$ cat config.mk
export PLATFORM = sky130hd
export DESIGN_NAME = bcd_clock
export DESIGN_NICKNAME = d
export VERILOG_FILES = /design/src/rtl/bcd_clock.sv
export SDC_FILE = /design/constraint.sdc
export NUM_CORES = 1
export LEC_CHECK = 0
export ABC_AREA = 1
export ABC_CLOCK_PERIOD_IN_PS = 2000
export BUFFER_PORTS_ARGS = -buffer_cell sky130_fd_sc_hd__buf_4
export CAP_MARGIN = 10
export CORE_UTILIZATION = 40
export CTS_CLUSTER_DIAMETER = 100
export DETAILED_ROUTE_END_ITERATION = 6
export HOLD_SLACK_MARGIN = 0.15
export PLACE_DENSITY = 0.7
export SYNTH_ARGS = -nofsm -noshare
export SYNTH_HDL_FRONTEND = slang
export SYNTH_SLANG_ARGS = --single-unit
$ cat constraint.sdc
create_clock -name clk -period 2 [get_ports clk]
set_input_delay 0.2 -clock clk [delete_from_list [all_inputs] [get_ports clk]]
set_output_delay 0.2 -clock clk [all_outputs]
set_load 0.05 [all_outputs]
$ cat src/rtl/bcd_clock.sv
module bcd_clock #(
  parameter int TENTH_DIV = 5000000
) (
  input  logic       clk,
  input  logic       rst_n,
  input  logic       wr_en,
  input  logic [2:0] wr_addr,
  input  logic [7:0] wr_data,
  input  logic       wr_done,
  output logic [3:0] tenths,
  output logic [7:0] sec,
  output logic [7:0] min,
  output logic [7:0] hour,
  output logic [7:0] date,
  output logic [7:0] month,
  output logic [7:0] year,
  output logic [2:0] dow,
  output logic       sec_pulse
);
  localparam int PW = (TENTH_DIV > 1) ? $clog2(TENTH_DIV) : 1;
  localparam logic [PW-1:0] PRE_LAST = PW'(TENTH_DIV - 1);

  logic [PW-1:0] pre;
  logic          held;

  function automatic logic [7:0] inc_bcd(input logic [7:0] v);
    return (v[3:0] == 4'd9) ? {v[7:4] + 4'd1, 4'd0} : v + 8'd1;
  endfunction

  logic       tick, sec_wrap, min_wrap, hr_step, day_step, mon_step, leap, pm, mode24;
  logic [7:0] last_day, nx_hour;

  assign tick     = (pre == PRE_LAST);
  assign mode24   = hour[7];
  assign pm       = hour[5];
  assign sec_wrap = (sec == 8'h59);
  assign min_wrap = (min == 8'h59);
  assign hr_step  = sec_wrap && min_wrap;
  assign day_step = hr_step && (mode24 ? (hour[5:0] == 6'h23) : (hour[4:0] == 5'h11 && pm));
  assign mon_step = day_step && (date == last_day);
  assign leap     = year[4] ? (year[3:0] == 4'h2 || year[3:0] == 4'h6)
                            : (year[3:0] == 4'h0 || year[3:0] == 4'h4 || year[3:0] == 4'h8);

  always_comb begin
    case (month)
      8'h02:                      last_day = leap ? 8'h29 : 8'h28;
      8'h04, 8'h06, 8'h09, 8'h11: last_day = 8'h30;
      default:                    last_day = 8'h31;
    endcase
    if (mode24)
      nx_hour = (hour[5:0] == 6'h23) ? 8'h80 : {2'b10, inc_bcd({2'b00, hour[5:0]})[5:0]};
    else if (hour[4:0] == 5'h11)
      nx_hour = {2'b00, ~pm, 5'h12};
    else if (hour[4:0] == 5'h12)
      nx_hour = {2'b00, pm, 5'h01};
    else
      nx_hour = {2'b00, pm, inc_bcd({3'b000, hour[4:0]})[4:0]};
  end

  always_ff @(posedge clk) begin
    if (!rst_n) begin
      pre <= '0; held <= 1'b0; tenths <= 4'd0; sec_pulse <= 1'b0;
      sec <= 8'h00; min <= 8'h00; hour <= 8'h00; date <= 8'h01;
      month <= 8'h01; year <= 8'h00; dow <= 3'd0;
    end else begin
      sec_pulse <= 1'b0;
      if (wr_en) begin
        held <= 1'b1; pre <= '0; tenths <= 4'd0;
        case (wr_addr)
          3'd0: sec   <= {1'b0, wr_data[6:0]};
          3'd1: min   <= {1'b0, wr_data[6:0]};
          3'd2: hour  <= {wr_data[7], 1'b0, wr_data[5:0]};
          3'd3: date  <= {2'b00, wr_data[5:0]};
          3'd4: month <= {3'b000, wr_data[4:0]};
          3'd5: year  <= wr_data;
          3'd6: dow   <= wr_data[2:0];
          default: ;
        endcase
      end else if (wr_done) begin
        held <= 1'b0; pre <= '0;
      end else if (!held) begin
        if (!tick) pre <= pre + 1'b1;
        else begin
          pre <= '0;
          if (tenths != 4'd9) tenths <= tenths + 4'd1;
          else begin
            tenths <= 4'd0; sec_pulse <= 1'b1;
            sec <= sec_wrap ? 8'h00 : inc_bcd(sec);
            if (sec_wrap) min <= min_wrap ? 8'h00 : inc_bcd(min);
            if (hr_step) hour <= nx_hour;
            if (day_step) begin
              date <= (date == last_day) ? 8'h01 : inc_bcd(date);
              dow  <= (dow == 3'd6) ? 3'd0 : dow + 3'd1;
            end
            if (mon_step) month <= (month == 8'h12) ? 8'h01 : inc_bcd(month);
            if (mon_step && month == 8'h12) year <= (year == 8'h99) ? 8'h00 : inc_bcd(year);
          end
        end
      end
    end
  end

  AST_TENTHS_RANGE: assert property (@(posedge clk) disable iff (!rst_n) tenths <= 4'd9);
  AST_WRITE_CLEARS_TENTHS: assert property (@(posedge clk) disable iff (!rst_n) wr_en |=> tenths == 4'd0);
  AST_PULSE_AT_ZERO_TENTHS: assert property (@(posedge clk) disable iff (!rst_n) sec_pulse |-> tenths == 4'd0);
  AST_PULSE_SINGLE: assert property (@(posedge clk) disable iff (!rst_n) sec_pulse |=> !sec_pulse);
  AST_NO_PULSE_AFTER_WRITE: assert property (@(posedge clk) disable iff (!rst_n) wr_en |=> !sec_pulse);
  AST_HELD_NO_SEC_CHANGE: assert property (@(posedge clk) disable iff (!rst_n) held && !wr_en |=> $stable(sec));
endmodule

### After elaboration in Yosys (flattened, before gate mapping)

Cells that the tools add are included.

* reduce and logical (&&, ||, !) cells: 31
* equality and inequality tests: 42
* bitwise operators: 5
* multiplexer cells: 74
* add/subtract/negate cells: 17

Operator list (number)
* $mux W8: 52
* $add A8 B1 Y8 const B: 5
* $reduce_and A6 Y1: 6
* $eq A4 B4 Y1 const B: 7
* $add A4 B1 Y4 const B: 6
* $mux W3: 8
* $add A23 B1 Y23 const B: 1
* $eq A23 B23 Y1 const B: 1
* $mux W23: 1
* $mux W6: 3
* $eq A8 B3 Y1 const B: 2
* $eq A8 B5 Y1 const B: 2
* $eq A8 B7 Y1 const B: 2
* $ne A2 B1 Y1 const B: 7
* $reduce_bool A2 Y1: 7
* $eq A3 B3 Y1 const B: 4
* $eq A5 B5 Y1 const B: 2
* $mux W5: 2
* $pmux W5 S2: 1
* $eq A4 B3 Y1 const B: 2
* $eq A8 B2 Y1 const B: 1
* $eq A8 B4 Y1 const B: 1
* $eq A8 B8 Y1: 1
* $eq A8 B8 Y1 const B: 1
* 26 further kinds: 44

* output and inout bits: 56
* input bits: 15
* bits in registers: 80

### Longest topological paths before layout

* word-level depth: 15
* depth in mapped cells: 16
* mapped depth without buffers: 15

### Worst setup path before layout

Ideal clock, no wire load.

* kind: register to register
* from: register min[0]
* to: register date[1]
* stages on the path, launching flop included: 16
* path buffers: 1
* data arrival time: 2.140 ns
* setup slack: -0.248 ns
* setup time: 0.109 ns
* clock period less this slack: 2.248 ns
* data required time: 1.891 ns
* cell sequence: dfxtp_1 > ha_1 > nand2_2 > nor2_4 > nand3_2 > nor2_2 > nand3_2 > nand2_4 > nand2_2 > nor2_4 > inv_2 > buf_6 > nor2_1 > nand2_1 > nand2_1 > inv_1

* word-level cells in the longest chain between the ends: 5

RTL lines
* start, declared: RTL line 12 `output logic [7:0] min,`
* start signal, assigned: RTL line 71 `3'd1: min <= {1'b0, wr_data[6:0]};`
* start signal, assigned: RTL line 89 `if (sec_wrap) min <= min_wrap ? 8'h00 : inc_bcd(min);`
* $eq A8 B7 Y1: RTL line 37 `assign min_wrap = (min == 8'h59);`
* $logic_and A1 B1 Y1: RTL line 38 `assign hr_step = sec_wrap && min_wrap;`
* $logic_and A1 B1 Y1: RTL line 39 `assign day_step = hr_step && (mode24 ? (hour[5:0] == 6'h23) : (hour[4:0] == 5'h11 && pm));`
* $reduce_bool A2 Y1 (no source line)
* $reduce_and A6 Y1 (no source line)
* end signal, assigned: RTL line 73 `3'd3: date <= {2'b00, wr_data[5:0]};`
* end signal, assigned: RTL line 92 `date <= (date == last_day) ? 8'h01 : inc_bcd(date);`
* end, declared: RTL line 14 `output logic [7:0] date,`

No other way between the ends.
A chain may end at the register's enable or synchronous reset.

### Worst setup path in the final report

* from: register min[0]
* to: register month[7]

* word-level cells in the longest chain between the ends: 6

RTL lines
* $eq A8 B7 Y1: RTL line 37
* $logic_and A1 B1 Y1: RTL line 38
* $logic_and A1 B1 Y1: RTL line 39
* $logic_and A1 B1 Y1: RTL line 40 `assign mon_step = day_step && (date == last_day);`
* $reduce_bool A2 Y1 (no source line)
* $reduce_and A6 Y1 (no source line)
* end signal, assigned: RTL line 74 `3'd4: month <= {3'b000, wr_data[4:0]};`
* end signal, assigned: RTL line 95 `if (mon_step) month <= (month == 8'h12) ? 8'h01 : inc_bcd(month);`
* end, declared: RTL line 15 `output logic [7:0] month,`

No other way between the ends.

==> qor.yml <==
critical_path:
  critPathMaxFanout: 6
  cp_data_required_time_ns: 2.24
  critPathLaunchType: "flop"
  arrival_ns: 2.22
  crit_type: "reg -> reg"
  endpoint_kind: "flop"
pwr:
  p_leak_nw: 3.001
  pwr-share-comb_pct: 13.9
  p_int_mw: 2.756
  p_per_area_mw_per_mm2: 567.8
  p_clk_share_pct: 43.7
  p_sw_mw: 1.097
  netSwitchingFraction_pct: 28.47
  ir_worst_vdd_v: 0.0005984
  pwr-share-seq_pct: 42.3
cts:
  insertion_delay_ns: 0.35
  cts_made_buffers: 9
  cts_num_sinks: 79
  postCtsHoldBufs: 0
  clock-root-buffer: "clkbuf_16"
  h-tree-depth: 3
  clk_path_buf_depth: 2
  path_clk_slew_ns: 0.06
  cts_tree: "yes"
hold_path:
  hp-class: "in -> reg"
routing:
  antenna_left: 0
  wirelength_um: 14950
  routedWlPerCell_um: 13.47
  drtIter0Drc: 374
  firstDrtPassIters: 5
  vias_per_cell: 5.094
  vias: 5654
  drcViolationCount: 0
die:
  rows: 41
  coreArea_mm2: 0.01272
  initial_core_util_pct: 41.20
  num_io_pins: 71
  dieHeight_um: 116.5
  dieArea_mm2: 0.01357
  die_x_um: 116.5
timing:
  rsz0062_at_grt: "yes"
  fin_crit_ns: 1.978
  maxSlewHeadroom_pct: 44.65
  slew_violations: 0
  max_freq_mhz: 505.5
  period_share_pct: 98.90
  fin_skew_ns: 0.007783
  finalSetupViolations: 0
  hold_viol: 0
  worst_pin_slew_ns: 0.8247
cells_and_area:
  fill_cells: 1270
  drive_gt1_share_pct: 23.88
  nets: 964
  layoutNonFillerInstCount: 1110
  n_antenna_cell: 0
  layout_common_cells: "162 x nand2_1, 112 x inv_1, 109 x buf_4"
  final_util_pct: 53.33
  final_common_cell: "nand2_1"
  synthToLayoutAreaGrowth_pct: 29.46
place:
  routabilityCongestion: 0.9323
  port_buffers: 69
  dp_hpwl_um: 10610
  place_inst: 1074
global_routing:
  grtUsageTotal_pct: 22.03
  grt_pass1_wl_um: 23320
  grt_pass1_vias: 4931
  overflow: 0
  grt_max_degree: 39
  antenna_found_initial: 0
flow_run:
  maxCapViolCount: 0
synth:
  syn_inst: 825
  synth_edf_count: 0
  synth_area_mm2: 0.005241
  synth_ff_type: "dfxtp_1"
  async_flop_share_pct: 0
  synth.distinct_cells: 39
  synth_top_area_share_pct: 30.17
  ys_ff_latch: 79
  yosysTopAreaCell: "dfxtp_1"
  synth_area_leaders: "dfxtp_1 30%, nand2_1 12%, inv_1 8.6%, nor2_1 7.6%, a21oi_1 6.9%"
  syn_avg_cell_area_um2: 6.353
  synth_fp_nets: 856
  yosys_warnings: 0
  synth_seq_area_share_pct: 30.17
run_status:
  status: "completed"
## worst paths after layout
path	slack, ns	endpoint	startpoint	cells after the start
hold / removal	0.19	min[2]	wr_data[2]	3
setup / recovery	0.02	month[7]	min[0]	13
hold reg to reg	0.48	pre[12]	pre[12]	2
setup reg to reg	0.02	month[7]	min[0]	13
## per-stage QoR
stage	hold slack (ns)	instance area, um^2	TNS, ns	total power [mW]	worst slack, ns
floorplan	0.3839	5255	0	1.989	0.008819
global placement	0.4676	6105	0	2.144	0.08390
detailed placement	0.4686	6105	0	2.146	0.01243
CTS	0.1730	6409	0	3.849	0.002803
global route	0.2020	6785	-1.031	4.009	-0.08774
finish	0.1898	6785	0	3.853	0.02191
## power by group through the flow
stage | clock network, mW | logic (mW) | registers [mW]
after floorplan | 0 | 0.246 | 1.74
after CTS | 1.74 | 0.483 | 1.63
after detailed placement | 0 | 0.481 | 1.67
after global placement | 0 | 0.479 | 1.66
final | 1.69 | 0.537 | 1.63
after global routing | 1.79 | 0.585 | 1.63
## cells by family (layout without fill, tap and decap cells)
group,Yosys count,after routing,synth area share [%]
AOI/OAI and AO/OA,151,151,15.40
DFF,79,79,30.17
xor gates and xnor gates,15,15,2.507
and+or+nand+nor,415,419,36.69
adders and majority gates,16,16,3.819
buffers and inverters,148,257,11.34
other,1,1,0.07155
## Yosys cell counts (6+ instances only)
cell type,instances
nor2_1,106
inv_1,120
nand4_1,31
nand2_2,8
nor3_1,21
clkbuf_1,6
nand3_1,46
dfxtp_1,79
o21ai_0,54
inv_2,6
nand2_1,170
a31oi_1,7
xor2_1,14
a21oi_1,72
nor2_2,9
buf_2,10
ha_1,16
## cell type report
cell class	count	area (um^2)	share of cell area, %
clock buffers	9	225.2	3.319
repair buffers	115	917.1	13.52
clock inverters	7	78.83	1.162
flip-flops and latches	79	1604	23.64
well taps	172	215.2	3.172
inverters	126	475.5	7.007
multi-input cells	602	3269	48.18
## per-layer routing
metal  track usage [%]  wire length [um]  vias to the layer above
li1                  -                 -                     2908
met1             29.29              6807                     2541
met3             4.307              1067                       23
met2             35.70              6822                      182
met4             7.265               248                        0
met5                 0                 0                        -
## critical path, cell delays in order (launching register included)
cell and delay [ns]:
dfxtp_4 0.38, ha_4 0.14, nand2_4 0.05, nor2_4 0.15, nand3_2 0.13, nor2_4 0.11, nand3_2 0.09, nand2_4 0.11
nand2_4 0.08, nor2_8 0.24, buf_6 0.14, nand4_1 0.08, nand2_1 0.13, nor2_1 0.05
## registers in the layout, summed over array words and instances, names as in the netlist
| name | cells |
|---|---|
| date | 8 |
| dow | 3 |
| held | 1 |
| hour | 7 |
| min | 8 |
| month | 8 |
| pre | 23 |
| sec | 8 |
| sec_pulse | 1 |
| tenths | 4 |
| year | 8 |
## timing repair
action,in CTS,in global routing
hold endpoints to repair,0,0
resized for setup,0,56
buffers inserted,0,15
setup endpoints to repair,0,56
Note: power is estimated with default switching activity, not from simulation.
